`src/rtl/evt_seq_pkg.sv`:
```
package evt_seq_pkg;

   typedef enum logic [2:0] {
      PH_IDLE       = 3'd0,
      PH_STROBE     = 3'd1,
      PH_WAIT_L1    = 3'd2,
      PH_L2_START   = 3'd3,
      PH_WAIT_CLEAR = 3'd4,
      PH_RESET      = 3'd5,
      PH_SETTLE     = 3'd6
   } seq_phase_e;

   function automatic int unsigned max2(input int unsigned a, input int unsigned b);
      return (a > b) ? a : b;
   endfunction

endpackage

```
`src/rtl/seq_dwell_timer.sv`:
```
module seq_dwell_timer #(
   parameter int CNT_W = 8
) (
   input  logic             clk,
   input  logic             rst_n,
   input  logic             restart,
   output logic [CNT_W-1:0] elapsed
);
   localparam logic [CNT_W-1:0] CNT_MAX = '1;

   if (CNT_W < 1) begin : g_bad_width
      $error("seq_dwell_timer: CNT_W must be at least 1");
   end

   always_ff @(posedge clk or negedge rst_n) begin
      if (!rst_n)                  elapsed <= '0;
      else if (restart)            elapsed <= '0;
      else if (elapsed != CNT_MAX) elapsed <= elapsed + 1'b1;
   end
endmodule

```
`src/rtl/seq_phase_fsm.sv`:
```
module seq_phase_fsm
   import evt_seq_pkg::*;
#(
   parameter int STROBE_CYC     = 2,
   parameter int RESET_CYC      = 4,
   parameter int SETTLE_CYC     = 1400,
   parameter int L1_TIMEOUT_CYC = 1000,
   parameter bit TIMEOUT_EN     = 1'b1,
   parameter int CNT_W          = 11
) (
   input  logic             clk,
   input  logic             rst_n,
   input  logic             l0_accept,
   input  logic             l1_valid,
   input  logic             l1_pass,
   input  logic             l2_clear,
   input  logic [CNT_W-1:0] elapsed,
   output seq_phase_e       phase,
   output logic             restart
);
   localparam logic [CNT_W-1:0] STB_LAST = CNT_W'(STROBE_CYC - 1);
   localparam logic [CNT_W-1:0] RST_LAST = CNT_W'(RESET_CYC - 1);
   localparam logic [CNT_W-1:0] STL_LAST = CNT_W'(SETTLE_CYC - 1);
   localparam logic [CNT_W-1:0] TO_LAST  = CNT_W'(L1_TIMEOUT_CYC - 1);

   seq_phase_e nxt;
   logic       to_hit;

   if (TIMEOUT_EN) begin : g_to_on
      assign to_hit = (elapsed == TO_LAST);
   end else begin : g_to_off
      assign to_hit = 1'b0;
   end

   always_comb begin
      nxt = phase;
      unique case (phase)
         PH_IDLE:       if (l0_accept) nxt = PH_STROBE;
         PH_STROBE:     if (elapsed == STB_LAST) nxt = PH_WAIT_L1;
         PH_WAIT_L1: begin
            if (l1_valid)    nxt = l1_pass ? PH_L2_START : PH_RESET;
            else if (to_hit) nxt = PH_RESET;
         end
         PH_L2_START:   nxt = PH_WAIT_CLEAR;
         PH_WAIT_CLEAR: if (l2_clear) nxt = PH_RESET;
         PH_RESET:      if (elapsed == RST_LAST) nxt = PH_SETTLE;
         PH_SETTLE:     if (elapsed == STL_LAST) nxt = PH_IDLE;
         default:       nxt = PH_IDLE;
      endcase
   end

   assign restart = (nxt != phase);

   always_ff @(posedge clk or negedge rst_n) begin
      if (!rst_n) phase <= PH_IDLE;
      else        phase <= nxt;
   end
endmodule

```
`src/rtl/seq_out_map.sv`:
```
module seq_out_map
   import evt_seq_pkg::*;
(
   input  seq_phase_e phase,
   output logic       beam_gate,
   output logic       det_gate,
   output logic       l1_go,
   output logic       l2_go,
   output logic       fe_reset,
   output logic       dead
);
   always_comb begin
      beam_gate = (phase == PH_STROBE);
      det_gate  = (phase == PH_STROBE);
      l1_go     = (phase == PH_STROBE);
      l2_go     = (phase == PH_L2_START);
      fe_reset  = (phase == PH_RESET);
      dead      = (phase != PH_IDLE);
   end
endmodule

```
`src/rtl/evt_level_sequencer.sv`:
```
module evt_level_sequencer
   import evt_seq_pkg::*;
#(
   parameter int STROBE_CYC     = 2,
   parameter int RESET_CYC      = 4,
   parameter int SETTLE_CYC     = 1400,
   parameter int L1_TIMEOUT_CYC = 1000,
   parameter bit TIMEOUT_EN     = 1'b1
) (
   input  logic clk,
   input  logic rst_n,
   input  logic l0_accept,
   input  logic l1_valid,
   input  logic l1_pass,
   input  logic l2_clear,
   output logic beam_gate,
   output logic det_gate,
   output logic l1_go,
   output logic l2_go,
   output logic fe_reset,
   output logic dead
);
   localparam int unsigned LONGEST =
      max2(max2(STROBE_CYC, RESET_CYC), max2(SETTLE_CYC, L1_TIMEOUT_CYC));
   localparam int CNT_W = $clog2(LONGEST + 1);

   if (STROBE_CYC < 1 || RESET_CYC < 1 || SETTLE_CYC < 1) begin : g_bad_dur
      $error("evt_level_sequencer: every duration must be at least one cycle");
   end
   if (TIMEOUT_EN && L1_TIMEOUT_CYC < 1) begin : g_bad_to
      $error("evt_level_sequencer: L1_TIMEOUT_CYC must be at least one cycle");
   end

   seq_phase_e       phase;
   logic             restart;
   logic [CNT_W-1:0] elapsed;

   seq_dwell_timer #(.CNT_W(CNT_W)) u_timer (
      .clk(clk), .rst_n(rst_n), .restart(restart), .elapsed(elapsed)
   );

   seq_phase_fsm #(
      .STROBE_CYC(STROBE_CYC), .RESET_CYC(RESET_CYC), .SETTLE_CYC(SETTLE_CYC),
      .L1_TIMEOUT_CYC(L1_TIMEOUT_CYC), .TIMEOUT_EN(TIMEOUT_EN), .CNT_W(CNT_W)
   ) u_fsm (
      .clk(clk), .rst_n(rst_n), .l0_accept(l0_accept), .l1_valid(l1_valid),
      .l1_pass(l1_pass), .l2_clear(l2_clear), .elapsed(elapsed),
      .phase(phase), .restart(restart)
   );

   seq_out_map u_map (
      .phase(phase), .beam_gate(beam_gate), .det_gate(det_gate), .l1_go(l1_go),
      .l2_go(l2_go), .fe_reset(fe_reset), .dead(dead)
   );

   // an idle accept opens the gates and raises deadtime on the next cycle
   assert_accept_opens_R2: assert property (@(posedge clk) disable iff (!rst_n)
      (!dead && l0_accept) |=> (beam_gate && det_gate && l1_go && dead));

   // deadtime only ends out of the settle phase
   assert_dead_ends_in_settle_R3: assert property (@(posedge clk) disable iff (!rst_n)
      $fell(dead) |-> ($past(phase) == PH_SETTLE));

   // a rejecting verdict goes to reset without a level-3 start
   assert_reject_resets_R5: assert property (@(posedge clk) disable iff (!rst_n)
      (phase == PH_WAIT_L1 && l1_valid && !l1_pass) |=> (fe_reset && !l2_go));

   // the level-3 start is a single-cycle pulse
   assert_l2_single_R6: assert property (@(posedge clk) disable iff (!rst_n)
      l2_go |=> (!l2_go && dead && !fe_reset));

   // the readout clear leads to the reset pulse
   assert_clear_resets_R7: assert property (@(posedge clk) disable iff (!rst_n)
      (phase == PH_WAIT_CLEAR && l2_clear) |=> fe_reset);

   // timeout expiry without a verdict forces the reset path
   assert_timeout_resets_R8: assert property (@(posedge clk) disable iff (!rst_n)
      (TIMEOUT_EN && phase == PH_WAIT_L1 && !l1_valid &&
       elapsed == CNT_W'(L1_TIMEOUT_CYC - 1)) |=> fe_reset);

   // start and reset pulses never overlap
   assert_pulses_exclusive_R11: assert property (@(posedge clk) disable iff (!rst_n)
      $onehot0({l1_go, l2_go, fe_reset}));
endmodule

```
`config.mk`:
```
export PLATFORM = sky130hd
export DESIGN_NAME = evt_level_sequencer
export DESIGN_NICKNAME = d
export VERILOG_FILES = /design/src/rtl/evt_seq_pkg.sv /design/src/rtl/seq_dwell_timer.sv /design/src/rtl/seq_phase_fsm.sv /design/src/rtl/seq_out_map.sv /design/src/rtl/evt_level_sequencer.sv
export SDC_FILE = /design/constraint.sdc
export NUM_CORES = 1
export LEC_CHECK = 0
export BUFFER_PORTS_ARGS = -buffer_cell sky130_fd_sc_hd__buf_2
export CAP_MARGIN = 25
export CORE_MARGIN = 1
export CORE_UTILIZATION = 36
export CTS_CLUSTER_SIZE = 12
export DETAILED_ROUTE_END_ITERATION = 8
export HOLD_SLACK_MARGIN = 0.05
export SYNTH_ARGS = -nofsm -noshare
export SYNTH_HDL_FRONTEND = slang
export SYNTH_SLANG_ARGS = --single-unit
```
`constraint.sdc`:
```
create_clock -name clk -period 3.02 [get_ports clk]
set_input_delay 0.151 -clock clk [delete_from_list [all_inputs] [get_ports clk]]
set_output_delay 0.151 -clock clk [all_outputs]
set_load 0.02 [all_outputs]
```
## After elaboration in Yosys (flattened, before gate mapping)

Cells that the tools add are included.

| storage, ports and cells | value |
|---|---|
| register bits | 14 |
| input port bits | 6 |
| output and inout bits | 6 |
| word-level logic and storage cells | 29 |

| cells by class | value |
|---|---|
| $add $sub $neg | 1 |
| equality and inequality tests | 12 |
| multiplexer cells | 11 |
| reduce and logical (&&, ||, !) cells | 3 |

Operator list:

| cell | number |
|---|---|
| 3-bit 2-to-1 mux | 8 |
| 11-bit 2-to-1 mux | 2 |
| 3-bit one-hot mux with 7 select lines | 1 |
| 11-bit by 1-bit adder with 11-bit output (second input constant) | 1 |
| 11-bit by 1-bit == test with 1-bit output (second input constant) | 1 |
| 11-bit by 10-bit == test with 1-bit output (second input constant) | 1 |
| 11-bit == test (second input constant) | 1 |
| 11-bit by 2-bit == test with 1-bit output (second input constant) | 1 |
| 11-bit != test (second input constant) | 1 |
| 3-bit == test (second input constant) | 3 |
| 3-bit by 2-bit == test with 1-bit output (second input constant) | 2 |
| 3-bit by 1-bit == test with 1-bit output (second input constant) | 1 |
| 3-bit zero test | 1 |
| 3-bit != test | 1 |
| 3-bit nonzero test | 1 |
| 2-bit nonzero test | 1 |

## Logic depth before layout (Yosys ltp)

Gate-level depths: netlist (run 1).

| logic depth | value |
|---|---|
| depth after elaboration | 6 |
| depth in mapped cells | 7 |
| depth with buffers taken out | 6 |

## Cells and area by module

A second synthesis (run 1) with hierarchy kept.

| second synthesis, totals | value |
|---|---|
| cell total of the unflattened synthesis | 108 |
| area total of the unflattened synthesis | 993.5 µm² |

Modules (own cells, without submodules):

| module | instances | cells an instance | area an instance (µm²) | sequential area each (µm²) |
|---|---|---|---|---|
| seq_dwell_timer | 1 | 60 | 599.3 | 275.3 |
| seq_phase_fsm | 1 | 42 | 345.3 | 75.1 |
| seq_out_map | 1 | 6 | 48.8 | 0.0 |

## Worst setup path before layout (run 1)

Ideal clock, no wire load.

| timing path | value |
|---|---|
| path type | register to register |
| start point | reg u_timer.elapsed[0] |
| end point | reg u_timer.elapsed[1] |
| setup time | 0.101 ns |
| arrival | 1.854 ns |
| data required time | 2.919 ns |
| path slack | 1.065 ns |
| stages on the path, launching flop included | 7 |
| buffers on the path | 1 |
| clock period less this slack | 1.955 ns |
| cell sequence | dfrtp_1 > ha_1 > buf_4 > nand4_1 > nor4_1 > mux2_2 > nor4_1 |

| between the ends | value |
|---|---|
| longest elaborated chain between the ends | 6 |
| elaborated cells between the ends (all ways) | 16 |
| those cells by class | add/sub (1); eq/ne (6); mux (8); reduce/logical (1) |

Ends and longest elaborated chain:

| item | line | RTL |
|---|---|---|
| start, declared | seq_dwell_timer.sv:7 | `output logic [CNT_W-1:0] elapsed` |
| start signal, assigned | seq_dwell_timer.sv:18 | `else if (elapsed != CNT_MAX) elapsed <= elapsed + 1'b1;` |
| 11-bit by 10-bit == test with 1-bit output | seq_phase_fsm.sv:30 | `assign to_hit = (elapsed == TO_LAST);` |
| 3-bit 2-to-1 mux | seq_phase_fsm.sv:42 | `else if (to_hit) nxt = PH_RESET;` |
| 3-bit 2-to-1 mux | seq_phase_fsm.sv:41 | `if (l1_valid) nxt = l1_pass ? PH_L2_START : PH_RESET;` |
| 3-bit one-hot mux with 7 select lines | seq_phase_fsm.sv:37 | `unique case (phase)` |
| 3-bit != test | seq_phase_fsm.sv:52 | `assign restart = (nxt != phase);` |
| 11-bit 2-to-1 mux or 2-bit nonzero test (tied branches) | -- |  |

Parallel ways exist; a longest one is shown, timed or not. The select of a mux whose other input is x is not followed.
A chain may end at the register's enable or synchronous reset.

## Worst setup path in the final report (run 1)

Ends and elaborated chain as after synthesis.

==> results.py, run 1 <==
metrics = {
    "status": {
        "outcome": "complete, but fails checks",
        "violations": "DRC",
    },
    "worst_hold_path": {
        "hp-class": "in -> reg",
    },
    "route": {
        "top_layer": "met4",
        "ant_nets": 0,
        "drt-met1-wl_mm": 1.15,
        "drt-initial-drc-count": 71,
        "wl_met3_microns": 85,
        "firstDrtPassIters": 6,
        "routed_wl_mm": 2.34,
        "met2_length_mm": 1.07,
        "drcViolationCount": 10,
        "wl_per_cell_microns": 14.7,
        "vias": 922,
        "viasPerCell": 5.80,
    },
    "die": {
        "die_h_microns": 56.7,
        "io_pins": 12,
        "core_area_sq_um": 2810,
        "start_util_pct": 38.4,
        "die-area_sq_um": 3220,
        "row_count": 19,
        "die-width_microns": 56.7,
    },
    "place": {
        "pre_cts_ws_ps": 750,
        "dpl.cell_count": 155,
        "place_area_sq_um": 1080,
        "hpwlAfterDp_mm": 1.68,
        "gp_congestion": 0.812,
        "numPortBuffers": 11,
    },
    "setup_path": {
        "start_kind": "flop",
        "cp.arrival_ps": 2470,
        "critPathMaxFanout": 11,
        "cp_data_required_time_ps": 3200,
        "crit_path_end_kind": "flop",
        "worstSetupPathType": "reg -> reg",
    },
    "timing": {
        "tns_ps": 0,
        "layout_worst_path_cycle_share_pct": 75.7,
        "period_minus_slack_ps": 2290,
        "worst_pin_slew_ps": 652,
        "hold_violations": 0,
        "holdWs_ps": 273,
        "drv_slew": 0,
        "setup_viol": 0,
        "timing.final.ws_setup_ps": 732,
        "fin_worst_skew_ps": 0.925,
        "rsz0062_at_grt": "false",
        "clock.fmax_mhz": 437,
        "slew-limit-headroom_pct": 56.1,
    },
    "synthesis": {
        "yosysWarnings": 0,
        "syn_area_sq_um": 1080,
        "yosys-top-cells-count": "14 x dfrtp_1, 14 x nor4_1, 9 x nor2_1",
        "synth_area_leader_cell": "dfrtp_1",
        "async_flop_share_pct": 100,
        "syn_avg_cell_area_sq_um": 8.63,
        "yosysSeqAreaShare_pct": 32.5,
        "netlist_instances": 125,
        "ys.flop_type": "dfrtp_1",
        "yosysUniqueCellTypes": 39,
        "ys_ff_latch": 14,
        "syn-num-nets": 133,
        "synth_top_cell_area_share_pct": 32.5,
        "synthTopCellsByArea": "dfrtp_1 32%, nor4_1 8.1%, nand4_1 4.6%, mux2i_1 3.7%, o21ai_0 3.7%",
        "synth_edf_count": 0,
    },
    "final_layout": {
        "layoutNonFillerInstCount": 159,
        "area_delta_synth_final_pct": 3.60,
        "fin_util_pct": 39.8,
        "diodes": 0,
        "drive_gt1_share_pct": 20.3,
        "num-nets-final": 138,
        "fin_area_sq_um": 1120,
    },
    "cts": {
        "htreeDepth": 1,
        "cts_sinks": 14,
        "root_buffer": "clkbuf_4",
        "cts_tree": "done",
        "cts_buffer_depth": 2,
        "tritoncts.num_buffers": 3,
        "clk_latency_ps": 280,
        "path_clk_slew_ps": 80,
        "post-cts-setup-buffer-count": 0,
    },
    "global_route": {
        "first_global_vias": 912,
        "grt-ovfl-total": 0,
        "grt_max_degree": 15,
        "grt_pass1_wl_mm": 4.23,
        "grtUsageTotal_pct": 16.7,
        "antenna_found_initial": 0,
    },
    "run": {
        "maxCapViolCount": 0,
    },
    "power_and_ir_drop": {
        "p_leak_nw": 0.486,
        "power_per_cell_area_nw_per_um2": 696,
        "irDropWorstVdd_mv": 0.203,
        "power_mw": 0.778,
    },
}
## where the power goes
group / total [mW] / switching [mW] / internal [mW]
registers: 0.289 / 0.0682 / 0.221
logic: 0.385 / 0.246 / 0.139
clock network: 0.104 / 0.0575 / 0.0462
## worst max-delay path, cell delays in order (launching register included)
cell	delay, ps
dfrtp_1	450
ha_1	410
nand4_1	190
nor4_1	590
mux2_2	400
nor4_1	150
## timing repair
action / in CTS / in global routing
hold endpoints to repair: 14 / 0
hold buffers: 1 / 0
resized for setup: 0 / 0
endpoints found under the setup margin: 0 / 0
## cell usage in the layout, fill, tap and decap left out, drive strengths merged, types with 3 or more instances in the layout
cell    synthesis  routed
mux2i           4       4
nand4           8       8
o21ai           8       8
dfrtp          14      14
a31oi           3       3
nor2            9       9
a21oi           3       3
buf            10      11
nand2           8       8
nand3           5       5
nor4           15      15
clkbuf          2       3
inv             8       8
## path summary, 6_finish.rpt
path | from | end | slack [ps] | cells after the start
setup / recovery | u_timer.elapsed[0] | u_timer.elapsed[1] | 730 | 5
hold / removal | l1_valid | u_fsm.phase[2] | 270 | 4
setup reg to reg | u_timer.elapsed[0] | u_timer.elapsed[1] | 730 | 5
hold reg to reg | u_timer.elapsed[9] | u_timer.elapsed[9] | 690 | 2
max in group asynchronous | rst_n | u_timer.elapsed[1] | 2480 | 2
min in group asynchronous | rst_n | u_fsm.phase[0] | 300 | 2
## layer usage
layer / up-vias / GRT usage, %
li1: 472 / -
met1: 429 / 22.5
met2: 19 / 27.9
met3: 2 / 2.76
met4: 0 / 4.18
met5: - / 0
## area by class of cell
cell class	count	area, sq um
Timing Repair Buffer	12	65.1
Tap cell	31	38.8
Inverter	8	30.0
Clock buffer	3	22.5
Sequential cell	14	350
Multi-Input combinational cell	91	611
Fill cell	304	1690
## cells by family (layout without fill, tap and decap cells)
group / count (synthesis) / after routing / share of synthesized area (%)
simple gates: 61 / 61 / 34.6
compound gates: 21 / 21 / 13.3
buf+inv: 20 / 23 / 10.9
flops: 14 / 14 / 32.5
mux: 5 / 5 / 4.76
fa+ha+maj: 2 / 2 / 2.32
xor+xnor: 2 / 2 / 1.62
## sequential cells by signal (all words and copies together), names as in the netlist
name,cells
u_timer.elapsed,11
u_fsm.phase,3
Note: power is estimated with default switching activity, not from simulation.
==> inputs of run 2 (changes only) <==
==> constraint.sdc (replaced) <==
create_clock -name clk -period 2.3 [get_ports clk]
set_input_delay 0.115 -clock clk [delete_from_list [all_inputs] [get_ports clk]]
set_output_delay 0.115 -clock clk [all_outputs]
set_load 0.02 [all_outputs]
==> results.py, run 2 (synthesized netlist as in run 1, its figures left out) <==
metrics = {
    "status": {
        "outcome": "complete, but fails checks",
        "violations": "DRC",
    },
    "die": {
        "core_area_sq_um": 2810,
        "die_h_microns": 56.7,
        "die-width_microns": 56.7,
        "start_util_pct": 38.4,
        "die-area_sq_um": 3220,
        "io_pins": 12,
        "row_count": 19,
    },
    "final_layout": {
        "most-common-layout-cells": "14 x nor4_1, 14 x dfrtp_1, 11 x buf_2",
        "largest_register_ff_count": 11,
        "diodes": 0,
        "num-nets-final": 140,
        "layoutNonFillerInstCount": 162,
        "top_register": "u_timer.elapsed",
        "drive_gt1_share_pct": 22.1,
        "fillers": 297,
        "largestRegisters": "u_timer.elapsed (11), u_fsm.phase (3)",
        "area_delta_synth_final_pct": 6.26,
    },
    "place": {
        "gp_congestion": 0.806,
        "hpwlAfterDp_mm": 1.78,
        "numPortBuffers": 11,
        "pre_cts_ws_ps": 378,
        "dpl.cell_count": 157,
    },
    "global_route": {
        "met2_usage_pct": 26.9,
        "grtUsageMet1_pct": 23.5,
        "grt_pass1_wl_mm": 4.36,
        "antenna_found_initial": 0,
        "grt_max_degree": 15,
        "first_global_vias": 942,
        "grtUsageTotal_pct": 17.6,
        "grt.busiest_layer": "met2",
        "grt-ovfl-total": 0,
        "use_met3_pct": 5.07,
    },
    "route": {
        "vias": 997,
        "ant_nets": 0,
        "routed_wl_mm": 2.50,
        "wl_per_cell_microns": 15.4,
        "firstDrtPassIters": 6,
        "drt-initial-drc-count": 79,
        "drcViolationCount": 10,
        "viasPerCell": 6.15,
    },
    "power_and_ir_drop": {
        "seqPwrFrac_pct": 35.5,
        "internal-power_mw": 0.571,
        "irDropWorstVdd_mv": 0.333,
        "clockPowerShare_pct": 16.8,
        "swShare_pct": 46.9,
        "p_leak_nw": 0.504,
        "p_comb_share_pct": 47.7,
        "p_sw_mw": 0.505,
        "power_per_cell_area_nw_per_um2": 939,
    },
    "setup_path": {
        "critPathMaxFanout": 11,
        "crit_path_end_kind": "flop",
        "worstSetupPathType": "reg -> reg",
        "cp.arrival_ps": 2120,
        "start_kind": "flop",
        "cp-startpoint": "u_timer.elapsed[0]",
        "r2r-start": "u_timer.elapsed[0]",
        "cp_data_required_time_ps": 2490,
    },
    "timing": {
        "period_minus_slack_ps": 1930,
        "tns_ps": 0,
        "fin_worst_skew_ps": 6.62,
        "hold_violations": 0,
        "clock.fmax_mhz": 517,
        "slew-limit-headroom_pct": 75.0,
        "setup_viol": 0,
        "timing.final.ws_setup_ps": 365,
        "worst_pin_slew_ps": 371,
        "layout_worst_path_cycle_share_pct": 84.1,
        "rsz0062_at_grt": "false",
        "drv_slew": 0,
    },
    "cts": {
        "tritoncts.num_buffers": 3,
        "htreeDepth": 1,
        "clk_latency_ps": 290,
        "root_buffer": "clkbuf_4",
        "cts_tree": "done",
        "cts_buffer_depth": 2,
        "path_clk_slew_ps": 90,
        "cts_sinks": 14,
    },
    "worst_hold_path": {
        "hp-class": "in -> async",
    },
    "run": {
        "maxCapViolCount": 0,
    },
}
## run 2: cell types whose count changed in the layout (fill, tap and decap cells not counted), sizes merged
cell    change
buf         +2
clkbuf      +1
## run 2: worst max-delay path, cell delays in order, from the launching register on
cell     delay [ps]
dfrtp_1         450
ha_1            250
buf_4           170
nand4_1         110
nor4_1           70
o311a_2         460
nor4_2          310
## run 2: power groups by stage
stage               Clock, mW  Combinational (mW)  Sequential (mW)
floorplan                   0               0.516            0.316
finish                  0.181               0.514            0.382
global route            0.204               0.579            0.396
CTS                     0.185               0.517            0.380
global placement            0               0.496            0.385
detailed placement          0               0.512            0.385
## run 2: what timing repair did
action	in CTS	in global routing
hold buffers	1	0
hold endpoints to repair	14	0
resized for setup	0	0
buffers inserted	0	0
## run 2: path summary, 6_finish.rpt
kind,to,slack (ps),depth (start not counted)
min in group clk,u_fsm.phase[2],250,4
hold / removal,u_fsm.phase[0],240,2
hold reg to reg,u_fsm.phase[1],700,2
setup / recovery,u_timer.elapsed[4],370,6
max in group asynchronous,u_timer.elapsed[8],1820,2
setup reg to reg,u_timer.elapsed[4],370,6
## run 2: stage by stage
| step | util (%) | total power [mW] | area (sq um) | hold slack [ps] |
|---|---|---|---|---|
| 6_report | 40.9 | 1.08 | 1150 | 239 |
| 5_1_grt | 40.9 | 1.18 | 1150 | 260 |
| 4_1_cts | 40.9 | 1.08 | 1150 | 223 |
| 3_5_place_dp | 39.2 | 0.897 | 1100 | 28.7 |
| 3_3_place_gp | 39.2 | 0.880 | 1100 | 36.4 |
| 2_1_floorplan | - | 0.832 | 1080 | -181 |
## run 2: final cells by class
cell class | count | area [sq um] | area share [%]
inverter | 8 | 30.0 | 2.62
tap | 31 | 38.8 | 3.38
timing repair buffer | 14 | 80.1 | 6.99
multi-input combinational | 91 | 611 | 53.3
clock buffer | 4 | 36.3 | 3.17
sequential | 14 | 350 | 30.6
## run 2: routing by layer
layer / share of wire [%] / vias up
li1: - / 483
met1: 48 / 487
met2: 47 / 23
met3: 4.5 / 4
met4: 0.80 / 0
met5: 0 / -
